$ cat src/rtl/irq_fe_pkg.sv
package irq_fe_pkg;
  localparam int VEC_W   = 16;
  localparam int NUM_SRC = 5;
  localparam int MASK_W  = 3;

  // request index order is priority order, 0 highest
  localparam int IDX_TRAP = 0;
  localparam int IDX_HI   = 1;
  localparam int IDX_MID  = 2;
  localparam int IDX_LO   = 3;
  localparam int IDX_GEN  = 4;

  localparam logic [VEC_W-1:0] VEC_TRAP = 16'h0024;
  localparam logic [VEC_W-1:0] VEC_LO   = 16'h002C;
  localparam logic [VEC_W-1:0] VEC_MID  = 16'h0034;
  localparam logic [VEC_W-1:0] VEC_HI   = 16'h003C;
  localparam logic [VEC_W-1:0] VEC_GEN  = '0;
endpackage

$ cat src/rtl/irq_edge_latch.sv
module irq_edge_latch #(
  parameter bit LEVEL_QUAL = 1'b0
) (
  input  logic clk_i,
  input  logic rst_ni,
  input  logic line_i,
  input  logic clr_i,
  output logic pend_o
);
  logic prev_q, pend_q, rise, hold;

  assign rise = line_i & ~prev_q;

  generate
    if (LEVEL_QUAL) begin : g_lvl
      assign hold = pend_q & ~clr_i & line_i;
    end else begin : g_edge
      assign hold = pend_q & ~clr_i;
    end
  endgenerate

  always_ff @(posedge clk_i or negedge rst_ni) begin
    if (!rst_ni) begin
      prev_q <= 1'b0;
      pend_q <= 1'b0;
    end else begin
      prev_q <= line_i;
      pend_q <= rise | hold;
    end
  end

  assign pend_o = pend_q;

  a_r3_edge_captured: assert property (@(posedge clk_i) disable iff (!rst_ni)
    $rose(line_i) |=> pend_o);

  generate
    if (LEVEL_QUAL) begin : g_lvl_chk
      a_r4_drop_on_low: assert property (@(posedge clk_i) disable iff (!rst_ni)
        !line_i |=> !pend_o);
    end
  endgenerate
endmodule

$ cat src/rtl/irq_prio_sel.sv
module irq_prio_sel #(
  parameter int N = 5
) (
  input  logic [N-1:0] req_i,
  output logic [N-1:0] grant_o
);
  generate
    for (genvar i = 0; i < N; i++) begin : g_pri
      if (i == 0) begin : g_top
        assign grant_o[i] = req_i[i];
      end else begin : g_rest
        assign grant_o[i] = req_i[i] & ~(|req_i[i-1:0]);
      end
    end
  endgenerate
endmodule

$ cat src/rtl/irq_front_end.sv
module irq_front_end
  import irq_fe_pkg::*;
(
  input  logic              clk_i,
  input  logic              rst_ni,
  input  logic              trap_i,
  input  logic              rq_hi_i,
  input  logic              rq_mid_i,
  input  logic              rq_lo_i,
  input  logic              gen_req_i,
  input  logic              mask_we_i,
  input  logic [MASK_W-1:0] mask_i,
  input  logic              mask_clr_hi_i,
  input  logic              ie_set_i,
  input  logic              ie_clr_i,
  input  logic              take_i,
  output logic              irq_o,
  output logic [VEC_W-1:0]  vec_o,
  output logic              need_ack_o,
  output logic              ie_o
);
  logic [MASK_W-1:0]  mask_q;
  logic               ie_q;
  logic               trap_pend, hi_pend;
  logic               accept, clr_trap, clr_hi;
  logic [NUM_SRC-1:0] req, grant;

  assign accept   = take_i & irq_o;
  assign clr_trap = accept & grant[IDX_TRAP];
  assign clr_hi   = (accept & grant[IDX_HI]) | (mask_we_i & mask_clr_hi_i);

  irq_edge_latch #(.LEVEL_QUAL(1'b1)) u_trap (
    .clk_i, .rst_ni, .line_i(trap_i), .clr_i(clr_trap), .pend_o(trap_pend)
  );

  irq_edge_latch #(.LEVEL_QUAL(1'b0)) u_hi (
    .clk_i, .rst_ni, .line_i(rq_hi_i), .clr_i(clr_hi), .pend_o(hi_pend)
  );

  assign req[IDX_TRAP] = trap_pend & trap_i;
  assign req[IDX_HI]   = hi_pend   & ~mask_q[2] & ie_q;
  assign req[IDX_MID]  = rq_mid_i  & ~mask_q[1] & ie_q;
  assign req[IDX_LO]   = rq_lo_i   & ~mask_q[0] & ie_q;
  assign req[IDX_GEN]  = gen_req_i & ie_q;

  irq_prio_sel #(.N(NUM_SRC)) u_sel (.req_i(req), .grant_o(grant));

  always_comb begin
    vec_o = '0;
    unique case (1'b1)
      grant[IDX_TRAP]: vec_o = VEC_TRAP;
      grant[IDX_HI]:   vec_o = VEC_HI;
      grant[IDX_MID]:  vec_o = VEC_MID;
      grant[IDX_LO]:   vec_o = VEC_LO;
      grant[IDX_GEN]:  vec_o = VEC_GEN;
      default:         vec_o = '0;
    endcase
  end

  assign irq_o      = |req;
  assign need_ack_o = grant[IDX_GEN];
  assign ie_o       = ie_q;

  always_ff @(posedge clk_i or negedge rst_ni) begin
    if (!rst_ni) begin
      mask_q <= '1;
      ie_q   <= 1'b0;
    end else begin
      if (mask_we_i) mask_q <= mask_i;
      if (accept)        ie_q <= 1'b0;
      else if (ie_clr_i) ie_q <= 1'b0;
      else if (ie_set_i) ie_q <= 1'b1;
    end
  end

  a_r5_single_grant: assert property (@(posedge clk_i) disable iff (!rst_ni)
    $onehot0(grant));
  a_r8_accept_clears_ie: assert property (@(posedge clk_i) disable iff (!rst_ni)
    (take_i && irq_o) |=> !ie_o);
  a_r4_trap_wins: assert property (@(posedge clk_i) disable iff (!rst_ni)
    (trap_pend && trap_i) |-> (irq_o && vec_o == VEC_TRAP && !need_ack_o));
  a_r6_lo_needs_unmask: assert property (@(posedge clk_i) disable iff (!rst_ni)
    (irq_o && vec_o == VEC_LO) |-> (!mask_q[0] && ie_o));
  a_r7_ack_only_general: assert property (@(posedge clk_i) disable iff (!rst_ni)
    need_ack_o |-> (gen_req_i && ie_o && vec_o == VEC_GEN));
  a_r9_clear_hi: assert property (@(posedge clk_i) disable iff (!rst_ni)
    (mask_we_i && mask_clr_hi_i && !rq_hi_i) |=> !hi_pend);
endmodule

$ cat config.mk
export PLATFORM = sky130hd
export DESIGN_NAME = irq_front_end
export DESIGN_NICKNAME = d
export VERILOG_FILES = /design/src/rtl/irq_fe_pkg.sv /design/src/rtl/irq_edge_latch.sv /design/src/rtl/irq_prio_sel.sv /design/src/rtl/irq_front_end.sv
export SDC_FILE = /design/constraint.sdc
export NUM_CORES = 1
export LEC_CHECK = 0
export ABC_AREA = 0
export BUFFER_PORTS_ARGS = -buffer_cell sky130_fd_sc_hd__buf_2
export CELL_PAD_IN_SITES_DETAIL_PLACEMENT = 2
export CELL_PAD_IN_SITES_GLOBAL_PLACEMENT = 2
export CORE_ASPECT_RATIO = 1.5
export CORE_MARGIN = 1.5
export CORE_UTILIZATION = 21
export DETAILED_ROUTE_END_ITERATION = 8
export GPL_ROUTABILITY_DRIVEN = 0
export MAX_ROUTING_LAYER = met4
export PLACE_DENSITY_LB_ADDON = 0.15
export REMOVE_ABC_BUFFERS = 1
export SLEW_MARGIN = 15
export SYNTH_ARGS = -nofsm -noshare
export SYNTH_HDL_FRONTEND = slang
export SYNTH_SLANG_ARGS = --single-unit
$ cat constraint.sdc
create_clock -name clk_i -period 1.2 [get_ports clk_i]
set_input_delay 0.06 -clock clk_i [delete_from_list [all_inputs] [get_ports clk_i]]
set_output_delay 0.06 -clock clk_i [all_outputs]
set_load 0.02 [all_outputs]
* Yosys cells after proc, flatten, opt, wreduce, memory -nomap -nowiden
Index checks and enable logic that the tools add are counted.
** Word-level totals
- Memory bits (read-only) :: 0
- Bits in latches :: 0
- Register bits :: 8
- Memory bits (writable) :: 0
- Memories kept :: 0
** Operators by class
- Magnitude comparators :: 0
- Divide/modulo/power cells :: 0
- Multiply operators :: 0
- Multiplexer cells :: 4
- Shift-type cells :: 0
- Bitwise logic cells :: 35
- Equal/unequal tests :: 0
- Reduce and logical (&&, ||, !) cells :: 5
- $add $sub $neg :: 0
** Operators with widths (number)
- $pmux 6 s4 :: 1
- $and 1x1->1 :: 21
- $not 1->1 :: 11
- $reduce_or 5->1 :: 1
- $reduce_or 4->1 :: 1
- $mux 1 :: 3
- $or 1x1->1 :: 3
- $reduce_bool 3->1 :: 1
- $reduce_or 3->1 :: 1
- $reduce_or 2->1 :: 1

* Depth between registers and ports, before layout
Gate-level depths: netlist of run 1.
- Depth in word-level cells :: 10
- Depth in mapped cells :: 4
- Depth with buffers taken out :: 4

* Hierarchy
Synthesis of run 1 repeated with hierarchy kept, for this count alone.
** Unflattened totals
- Cell total of the unflattened synthesis :: 59
- Area, all modules :: 564.3 um2
** By module, submodules not included
- irq_front_end :: times used 1, area an instance 375.4 um2, cells each 44
- irq_edge_latch at u_hi :: times used 1, area an instance 70.1 um2, cells each 5
- irq_edge_latch at u_trap :: times used 1, area an instance 63.8 um2, cells each 4
- irq_prio_sel :: times used 1, area an instance 55.1 um2, cells each 6

* Worst setup path before layout of run 1
No wires, ideal clock.
- Path type :: register to output
- From :: reg mask_q[2]
- To :: out need_ack_o
- Arrival :: 1344 ps
- Stages on the path, launching flop included :: 5
- Required time :: 1140 ps
- Slack :: -204 ps
- Cell sequence :: dfstp_2 > nor2b_4 > o21ai_4 > nand3_1 > nor2_1
** On the way
- Longest elaborated chain between the ends :: 6
** Ends and longest elaborated chain
- start: declaration :: RTL line irq_front_end.sv:22 : logic [MASK_W-1:0] mask_q;
- start signal: assignment :: RTL line irq_front_end.sv:69 : if (mask_we_i) mask_q <= mask_i;
- $not 1->1 :: RTL line irq_front_end.sv:41 : assign req[IDX_HI] = hi_pend & ~mask_q[2] & ie_q;
- $and 1x1->1 (2 in series) :: RTL line irq_front_end.sv:41
- $reduce_or 4->1 :: RTL line irq_prio_sel.sv:12 : assign grant_o[i] = req_i[i] & ~(|req_i[i-1:0]);
- $not 1->1 :: RTL line irq_prio_sel.sv:12
- $and 1x1->1 :: RTL line irq_prio_sel.sv:12
- end: declaration :: RTL line irq_front_end.sv:19 : output logic need_ack_o,
Every way passes these cells.

* Worst setup path after layout of run 1
Ends and elaborated chain as after synthesis.

==> out/metrics.cfg, run 1 <==
[yosys]
synth_area_um2 = 484
synth.distinct_cells = 20
syn_area_per_cell_um2 = 10.3
synth_warnings = 0
synthCells = 47
synth_seq_cells = 8
ys_seq_area_frac = 0.421

[global_route]
grt.overflow.total = 0
grt_max_degree = 9
grt_first_pass_wirelength_um = 1770
grt_pass1_vias = 434
grt.total_usage = 0.0903
antenna_found_initial = 0

[place]
dp_hpwl_um = 846
pre_cts_ws_ns = -0.0239
dpl_cell_area_um2 = 577
port_buffers = 21

[sta]
rsz0062_at_grt = true
tns_ns = -1.13
skew_ns = 0.00517
postLayoutSetupSlackWorst_ns = -0.212
hold_viol = 0
fin_crit_ns = 1.41
holdWs_ns = 0.0293
slew_violations = 0
setup-violations-final = 7
fmax_mhz = 708
finalCritPeriodShare = 1.18

[route]
antenna_left = 0
via_per_inst = 4.04
drt-total-wl_um = 983
drc = 0
wl_per_cell_um = 9.73
vias = 408
firstDrtPassIters = 2
first_iter_violations = 1

[final_layout]
layout_common_cells = buf_2, conb_1, dfrtp_1
layout_commonest_cell = buf_2
final_cell_area_um2 = 678
drive_above_1_share = 0.474
area_delta_synth_final_pct = 40.1
n_antenna_cell = 0
nNetsFinal = 94

[cts]
clock_sinks = 8
cts_made_buffers = 3
htreeDepth = 1
cts_root_buffer = clkbuf_4
path_clk_slew_ns = 0.05
clock_path_buffers = 2
clock_latency_ns = 0.25
tritoncts = done

[job]
max_cap_violations = 0

[critical_path]
cp-end-kind = output port
critPathKind = reg2out
worstPathArrival_ns = 1.35
critPathMaxFanout = 3
cp.required_ns = 1.14
startpoint_type = flip-flop

[floorplan]
die-height_um = 61.8
start_util = 0.219
placementRows = 21
core_area_um2 = 2210
fp.dieW_um = 42.2
die_area_um2 = 2610
ios = 34

[power_and_ir_drop]
power-per-cell-area_nw_per_um2 = 1140
vdd_ir_drop_max_mv = 0.463
leakage_nw = 0.349

[run_status]
violations = negative setup slack
status = complete, but fails checks

[min_path]
min_path_type = in2reg

==> layer usage <==
metal  vias up  global-route usage  wire length [um]
li1        196                   -                 -
met1       193               0.102               391
met2        19               0.156               518
met3         0             0.00867                72
met4         0              0.0536                 0
met5         -                   -                 0
==> metrics by stage <==
stage	util	std cells	total power, mW
floorplan	-	45	0.446
global placement	0.261	91	0.522
detailed placement	0.261	91	0.524
CTS	0.307	101	0.785
global route	0.307	101	0.821
finish	0.307	101	0.771
==> report_power, final <==
group,internal (mW),total [mW],switching [mW]
sequential,0.301,0.315,0.0144
combinational,0.103,0.238,0.134
clock,0.127,0.217,0.0903
==> critical path, cell delays in order (launching register included) <==
cell	delay [ns]
dfstp_2	0.55
nor2b_4	0.05
o21ai_4	0.17
nand3_2	0.10
nor2_1	0.10
buf_4	0.14
==> registers in the layout, summed over array words and instances, names as in the netlist <==
register	flops
u_trap.prev_q	1
u_hi.prev_q	1
mask_q	3
u_trap.pend_o	1
u_hi.pend_o	1
ie_o	1
==> layout make-up <==
cell class              count  area [um^2]
well taps                  23         28.8
clock buffers               4         26.3
fillers                   265         1530
repair buffers             29          188
inverters                   1         3.75
flip-flops and latches      8          204
multi-input cells          36          228
==> timing repair <==
action                                 CTS  global route
gates resized for setup                  6             0
hold buffers                             4             0
pin swaps                                3             1
setup endpoints to repair                7             7
buffers inserted                         2             0
gates cloned                             0             0
endpoints found under the hold margin   11             0
==> logic make-up (layout without fill, tap and decap cells) <==
kind of cell,Yosys count,after routing,share of synthesized area
AOI/OAI and AO/OA,7,7,0.116
buffers and inverters,14,34,0.209
muxes,3,3,0.0698
and+or+nand+nor,14,14,0.176
DFF,8,8,0.421
other,1,12,0.00774
==> worst paths after layout <==
kind	from	end	slack (ns)	cells after the start
max	mask_q[2]$_DFFE_PN1P_	need_ack_o	-0.21	5
min	take_i	ie_o$_DFFE_PN0P_	0.03	2
max reg2reg	mask_q[2]$_DFFE_PN1P_	ie_o$_DFFE_PN0P_	-0.09	5
min reg2reg	u_hi.prev_q$_DFF_PN0_	u_hi.pend_o$_DFF_PN0_	0.41	1
max in group asynchronous	rst_ni	mask_q[0]$_DFFE_PN1P_	0.79	2
min in group asynchronous	rst_ni	u_hi.prev_q$_DFF_PN0_	0.17	2
==> cell usage after synthesis (all sizes together) <==
cell	instances	area [um^2]
a211oi	1	12.5
a21boi	1	7.51
a21oi	3	15.0
buf	13	97.6
conb	1	3.75
dfrtp	5	125
dfstp	3	78.8
inv	1	3.75
mux2	3	33.8
nand2	3	11.3
nand2b	1	6.26
nand3	2	10.0
nand3b	1	7.51
nand4	2	18.8
nor2	3	11.3
nor2b	2	20.0
o21ai	2	21.3
(Power assumes the default switching activity.)
==> inputs of run 2 (changes only) <==
--- a/config.mk
+++ b/config.mk
@@ -14,9 +14,11 @@
 export CORE_UTILIZATION = 21
 export DETAILED_ROUTE_END_ITERATION = 8
 export GPL_ROUTABILITY_DRIVEN = 0
+export GPL_TIMING_DRIVEN = 0
 export MAX_ROUTING_LAYER = met4
 export PLACE_DENSITY_LB_ADDON = 0.15
 export REMOVE_ABC_BUFFERS = 1
+export SETUP_SLACK_MARGIN = 0.4
 export SLEW_MARGIN = 15
 export SYNTH_ARGS = -nofsm -noshare
 export SYNTH_HDL_FRONTEND = slang
==> run 2 against run 1 <==
The run still ends with negative setup slack left. Die area is the same. Sequential share of layout area down 1.8 points. Maximum frequency decreased by 1.3%. Wire length grew 22%.
==> out/metrics.cfg, run 2 (synthesis gave the netlist of run 1 again) <==
[route]
vias = 423  ; +3.7%
antenna_left = 0  ; unchanged
wl_met1_um = 446  ; +14%
wl_met3_um = 75  ; +4.2%
first_iter_violations = 3  ; +2
drt-total-wl_um = 1200  ; +22%
met2RoutedLength_um = 676  ; +31%
drc = 0  ; unchanged
wl_per_cell_um = 11.5  ; +18%
firstDrtPassIters = 2  ; unchanged
via_per_inst = 4.07  ; +0.69%
dr.max_layer_used = met3

[critical_path]
critPathKind = reg2out
cp-endpoint = need_ack_o
critPathMaxFanout = 3  ; unchanged
worstSetupStartpoint = mask_q[2]$_DFFE_PN1P_
cp.required_ns = 1.14  ; about the same
startpoint_type = flip-flop
cp-end-kind = output port
r2r_cells = 5  ; unchanged
rr_startpoint = mask_q[0]$_DFFE_PN1P_
timing.rr.end = ie_o$_DFFE_PN0P_
r2r_setup_slack_ns = -0.15  ; -0.06 ns
worstPathArrival_ns = 1.37  ; +0.02 ns

[place]
pre_cts_ws_ns = -0.0301  ; -0.00615 ns
port_buffers = 21  ; unchanged
dpl_cell_area_um2 = 562  ; -2.6%
dp_hpwl_um = 846  ; about the same

[power_and_ir_drop]
leakage_nw = 0.365  ; +4.8%
switchingPower_mw = 0.251  ; +5.0%
vdd_ir_drop_max_mv = 0.425  ; -8.4%
clockPowerShare = 0.272  ; -0.010
finalPower_mw = 0.801  ; +4.0%
seqPwrFrac = 0.397  ; -0.012
sw_frac_of_total = 0.313  ; +0.00296
power-per-cell-area_nw_per_um2 = 1100  ; -2.9%
p_int_mw = 0.550  ; +3.5%
combPwrFrac = 0.331  ; +0.022

[cts]
tritoncts = done
path_clk_slew_ns = 0.05  ; about the same
cts_root_buffer = clkbuf_4
clock_latency_ns = 0.25  ; about the same
htreeDepth = 1  ; unchanged
cts_made_buffers = 3  ; unchanged
clock_path_buffers = 2  ; unchanged
clock_sinks = 8  ; unchanged

[sta]
finalCritPeriodShare = 1.19  ; +0.0160
slew_violations = 0  ; unchanged
skew_ns = 0.00882  ; +0.00366 ns
postLayoutSetupSlackWorst_ns = -0.231  ; -0.0192 ns
setup-violations-final = 7  ; unchanged
rsz0062_at_grt = true
fin_crit_ns = 1.43  ; +0.0192 ns
hold_viol = 0  ; unchanged
fmax_mhz = 699  ; -1.3%

[final_layout]
multi_input_area_um2 = 233  ; +2.2%
final_cell_area_um2 = 726  ; +7.0%
n_fill_cell = 266  ; +0.38%
largest_register_ffs = 3  ; unchanged
area_delta_synth_final_pct = 49.9
largest_register = mask_q
layout_common_cells = buf_2, conb_1, buf_4
nNetsFinal = 97  ; +3.2%
drive_above_1_share = 0.531  ; +0.0565
regArea_um2 = 205  ; +0.61%
n_antenna_cell = 0  ; unchanged
utilization = 0.329  ; +0.0215
layout_commonest_cell = buf_2

[global_route]
grt.overflow.total = 0  ; unchanged
grt_pass1_vias = 477  ; +9.9%
antenna_found_initial = 0  ; unchanged
grt_first_pass_wirelength_um = 1990  ; +13%
grt_max_degree = 9  ; unchanged
grt.total_usage = 0.102  ; +0.0120

[min_path]
min_path_type = in2reg

[run_status]
violations = negative setup slack
status = complete, but fails checks

[floorplan]
die_area_um2 = 2610  ; unchanged
fp.dieW_um = 42.2  ; unchanged
die-height_um = 61.8  ; unchanged
placementRows = 21  ; unchanged
core_area_um2 = 2210  ; unchanged
ios = 34  ; unchanged
start_util = 0.219  ; unchanged

[job]
max_cap_violations = 0  ; unchanged

[run 2: through the flow]
step | hold WS, ns | TNS [ns] | instances
after global placement | -0.0893 | -0.0113 | 89
after detailed placement | -0.0853 | -0.0301 | 89
after floorplan | -0.236 | -0.526 | 45
final | 0.0348 | -1.38 | 104
after CTS | 0.0318 | -1.23 | 101
after global routing | 0.0246 | -1.84 | 104
[run 2: area by class of cell]
class	count	share of cell area
Tap cell	23	0.0397
Sequential cell	8	0.283
Clock buffer	4	0.0362
Inverter	1	0.00517
Multi-Input combinational cell	36	0.321
Timing Repair Buffer	32	0.316
[run 2: power groups by stage]
stage / clock [mW] / combinational [mW] / sequential, mW
3_3_place_gp: 0 / 0.188 / 0.324
3_5_place_dp: 0 / 0.191 / 0.325
2_1_floorplan: 0 / 0.123 / 0.323
4_1_cts: 0.226 / 0.250 / 0.317
5_1_grt: 0.247 / 0.288 / 0.321
6_report: 0.218 / 0.265 / 0.318
[run 2: how the worst min path moves through the flow]
| stage | start | endpoint | slack, ns | cells past startpoint |
|---|---|---|---|---|
| 6_report | take_i | ie_o$_DFFE_PN0P_ | 0.03 | 2 |
| 5_1_grt | mask_i[1] | mask_q[1]$_DFFE_PN1P_ | 0.02 | 2 |
| 4_1_cts | take_i | ie_o$_DFFE_PN0P_ | 0.03 | 2 |
| 3_5_place_dp | rst_ni | u_hi.prev_q$_DFF_PN0_ | -0.09 | 1 |
| 3_3_place_gp | rst_ni | u_hi.prev_q$_DFF_PN0_ | -0.09 | 1 |
| 2_1_floorplan | rst_ni | ie_o$_DFFE_PN0P_ | -0.24 | 0 |
[run 2: routing by layer]
metal,track usage,vias up
met2,0.193,19
met3,0.0173,0
met1,0.106,204
li1,-,200
met4,0.0402,0
met5,-,-
[run 2: worst max-delay path, cell delays in order, from the launching register on]
cell	delay, ns
dfstp_2	0.55
nor2b_4	0.05
o21ai_4	0.18
nand3_2	0.11
nor2_2	0.11
buf_6	0.12
[run 2: timing repair]
item,in CTS,in global routing
endpoints found under the hold margin,11,0
setup buffers,4,3
endpoints found under the setup margin,9,9
gates resized for setup,12,3
hold buffers,4,0
pin swaps,6,3
cloned,0,0
==> inputs of run 3 (changes only) <==
--- a/config.mk
+++ b/config.mk
@@ -10,7 +10,7 @@
 export CELL_PAD_IN_SITES_DETAIL_PLACEMENT = 2
 export CELL_PAD_IN_SITES_GLOBAL_PLACEMENT = 2
 export CORE_ASPECT_RATIO = 1.5
-export CORE_MARGIN = 1.5
+export CORE_MARGIN = 3
 export CORE_UTILIZATION = 21
 export DETAILED_ROUTE_END_ITERATION = 8
 export GPL_ROUTABILITY_DRIVEN = 0
==> run 3 against run 2 <==
The run still ends with negative setup slack left. Wire length fell by 5.1%. Utilization rose by 0.39 points. Sequential power barely moved. Critical endpoint is now irq_o. Highest routed layer is now met4.
==> out/metrics.cfg, run 3 (synthesis gave the netlist of run 1 again) <==
[cts]
cts_made_buffers = 3  ; unchanged
clock_sinks = 8  ; unchanged
path_clk_slew_ns = 0.06  ; about the same
clock_latency_ns = 0.25  ; about the same
tritoncts = done
cts_root_buffer = clkbuf_4
htreeDepth = 1  ; unchanged
clock_path_buffers = 2  ; unchanged

[place]
post-place-cells = 88  ; -1.1%
dpl_cell_area_um2 = 561  ; -0.22%
port_buffers = 21  ; unchanged
dp_hpwl_um = 920  ; +8.7%
pre_cts_ws_ns = -0.0119  ; +0.0182 ns

[route]
vias = 411  ; -2.8%
first_iter_violations = 0  ; -3
wl_per_cell_um = 11.4  ; -1.3%
firstDrtPassIters = 1  ; -1
via_per_inst = 4.11  ; +1.0%
drt-total-wl_um = 1140  ; -5.1%
antenna_left = 0  ; unchanged
drc = 0  ; unchanged

[min_path]
min_path_type = in2reg
whs_path_depth = 2  ; unchanged

[run_status]
violations = negative setup slack
status = complete, but fails checks

[power_and_ir_drop]
seqPwrFrac = 0.406  ; +0.009
switchingPower_mw = 0.243  ; -3.2%
clockPowerShare = 0.276  ; +0.004
sw_frac_of_total = 0.311  ; -0.00268
p_int_mw = 0.539  ; -2.0%
leakage_nw = 0.353  ; -3.3%
power-per-cell-area_nw_per_um2 = 1120  ; +1.3%
combPwrFrac = 0.318  ; -0.013
vdd_ir_drop_max_mv = 0.381  ; -10%

[critical_path]
critPathMaxFanout = 3  ; unchanged
cp-end-kind = output port
worstPathArrival_ns = 1.36  ; about the same
critPathKind = reg2out
r2r_cells = 5  ; unchanged
cp.required_ns = 1.14  ; about the same
startpoint_type = flip-flop

[job]
max_cap_violations = 0  ; unchanged

[sta]
setup-violations-final = 7  ; unchanged
fmax_mhz = 704  ; +0.67%
postLayoutSetupSlackWorst_ns = -0.221  ; +0.00951 ns
fin_crit_ns = 1.42  ; -0.00951 ns
rsz0062_at_grt = true
hold_viol = 0  ; unchanged
skew_ns = 0.00816  ; -0.000668 ns
slew_violations = 0  ; unchanged
finalCritPeriodShare = 1.18  ; -0.00793
holdWs_ns = 0.0229  ; -0.0119 ns

[final_layout]
n_antenna_cell = 0  ; unchanged
utilization = 0.333  ; +0.00394
instances_no_fill = 100  ; -3.8%
drive_above_1_share = 0.500  ; -0.0309
area_delta_synth_final_pct = 44.4
layout_commonest_cell = buf_2
layout_common_cells = buf_2, conb_1, buf_6
nNetsFinal = 94  ; -3.1%
n_fill_cell = 262  ; -1.5%
largest_register = mask_q
final_cell_area_um2 = 699  ; -3.6%
largest_register_ffs = 3  ; unchanged

[floorplan]
fp.dieW_um = 45.2  ; +7.1%
die_area_um2 = 2930  ; +12%
ios = 34  ; unchanged
placementRows = 20  ; -4.8%
start_util = 0.230  ; +0.0110
core_area_um2 = 2100  ; -4.8%
die-height_um = 64.8  ; +4.9%

[global_route]
grt_pass1_vias = 403  ; -16%
grt.total_usage = 0.0869  ; -0.0153
grt.overflow.total = 0  ; unchanged
grt_first_pass_wirelength_um = 1760  ; -11%
antenna_found_initial = 0  ; unchanged
grt_max_degree = 9  ; unchanged

[run 3: timing repair]
action | 4_1_cts | 5_1_grt
setup buffers | 2 | 2
setup endpoints to repair | 9 | 9
pin swaps | 3 | 0
hold endpoints to repair | 11 | 0
hold buffers | 4 | 0
resized for setup | 9 | 4
[run 3: worst paths after layout]
check | from | to | slack [ns]
setup / recovery | mask_q[0]$_DFFE_PN1P_ | irq_o | -0.22
hold / removal | take_i | ie_o$_DFFE_PN0P_ | 0.02
setup reg to reg | mask_q[0]$_DFFE_PN1P_ | ie_o$_DFFE_PN0P_ | -0.14
hold reg to reg | u_trap.prev_q$_DFF_PN0_ | u_trap.pend_o$_DFF_PN0_ | 0.41
max in group asynchronous | rst_ni | mask_q[1]$_DFFE_PN1P_ | 0.76
min in group asynchronous | rst_ni | u_hi.prev_q$_DFF_PN0_ | 0.18
[run 3: layout make-up]
cell class / count / area (um^2) / share of cell area
clock buffers: 4 / 26.3 / 0.0376
well taps: 22 / 27.5 / 0.0394
inverters: 1 / 3.75 / 0.00537
multi-input cells: 36 / 235 / 0.336
flip-flops and latches: 8 / 205 / 0.293
repair buffers: 29 / 201 / 0.288
[run 3: metal layers]
metal | vias up | part of all wire | track usage
met5 | - | 0 | -
met4 | 0 | 0.0088 | 0.0659
met3 | 2 | 0.10 | 0.0278
met2 | 23 | 0.54 | 0.133
met1 | 191 | 0.34 | 0.0887
li1 | 195 | - | -
[run 3: power groups by stage]
stage / combinational, mW / clock [mW] / sequential (mW)
after detailed placement: 0.191 / 0 / 0.325
after floorplan: 0.123 / 0 / 0.323
after global routing: 0.269 / 0.259 / 0.321
after CTS: 0.231 / 0.229 / 0.324
after global placement: 0.188 / 0 / 0.324
final: 0.249 / 0.216 / 0.317
[run 3: critical path, cell delays in order, from the launching register on]
cell      delay (ns)
dfstp_2         0.53
nand3b_1        0.17
buf_4           0.14
nand4_2         0.12
buf_6           0.16
[run 3: stage by stage]
step,TNS (ns),power [mW]
6_report,-1.27,0.782
5_1_grt,-1.94,0.849
4_1_cts,-1.31,0.784
3_5_place_dp,-0.0235,0.516
3_3_place_gp,-0.00695,0.512
2_1_floorplan,-0.526,0.446
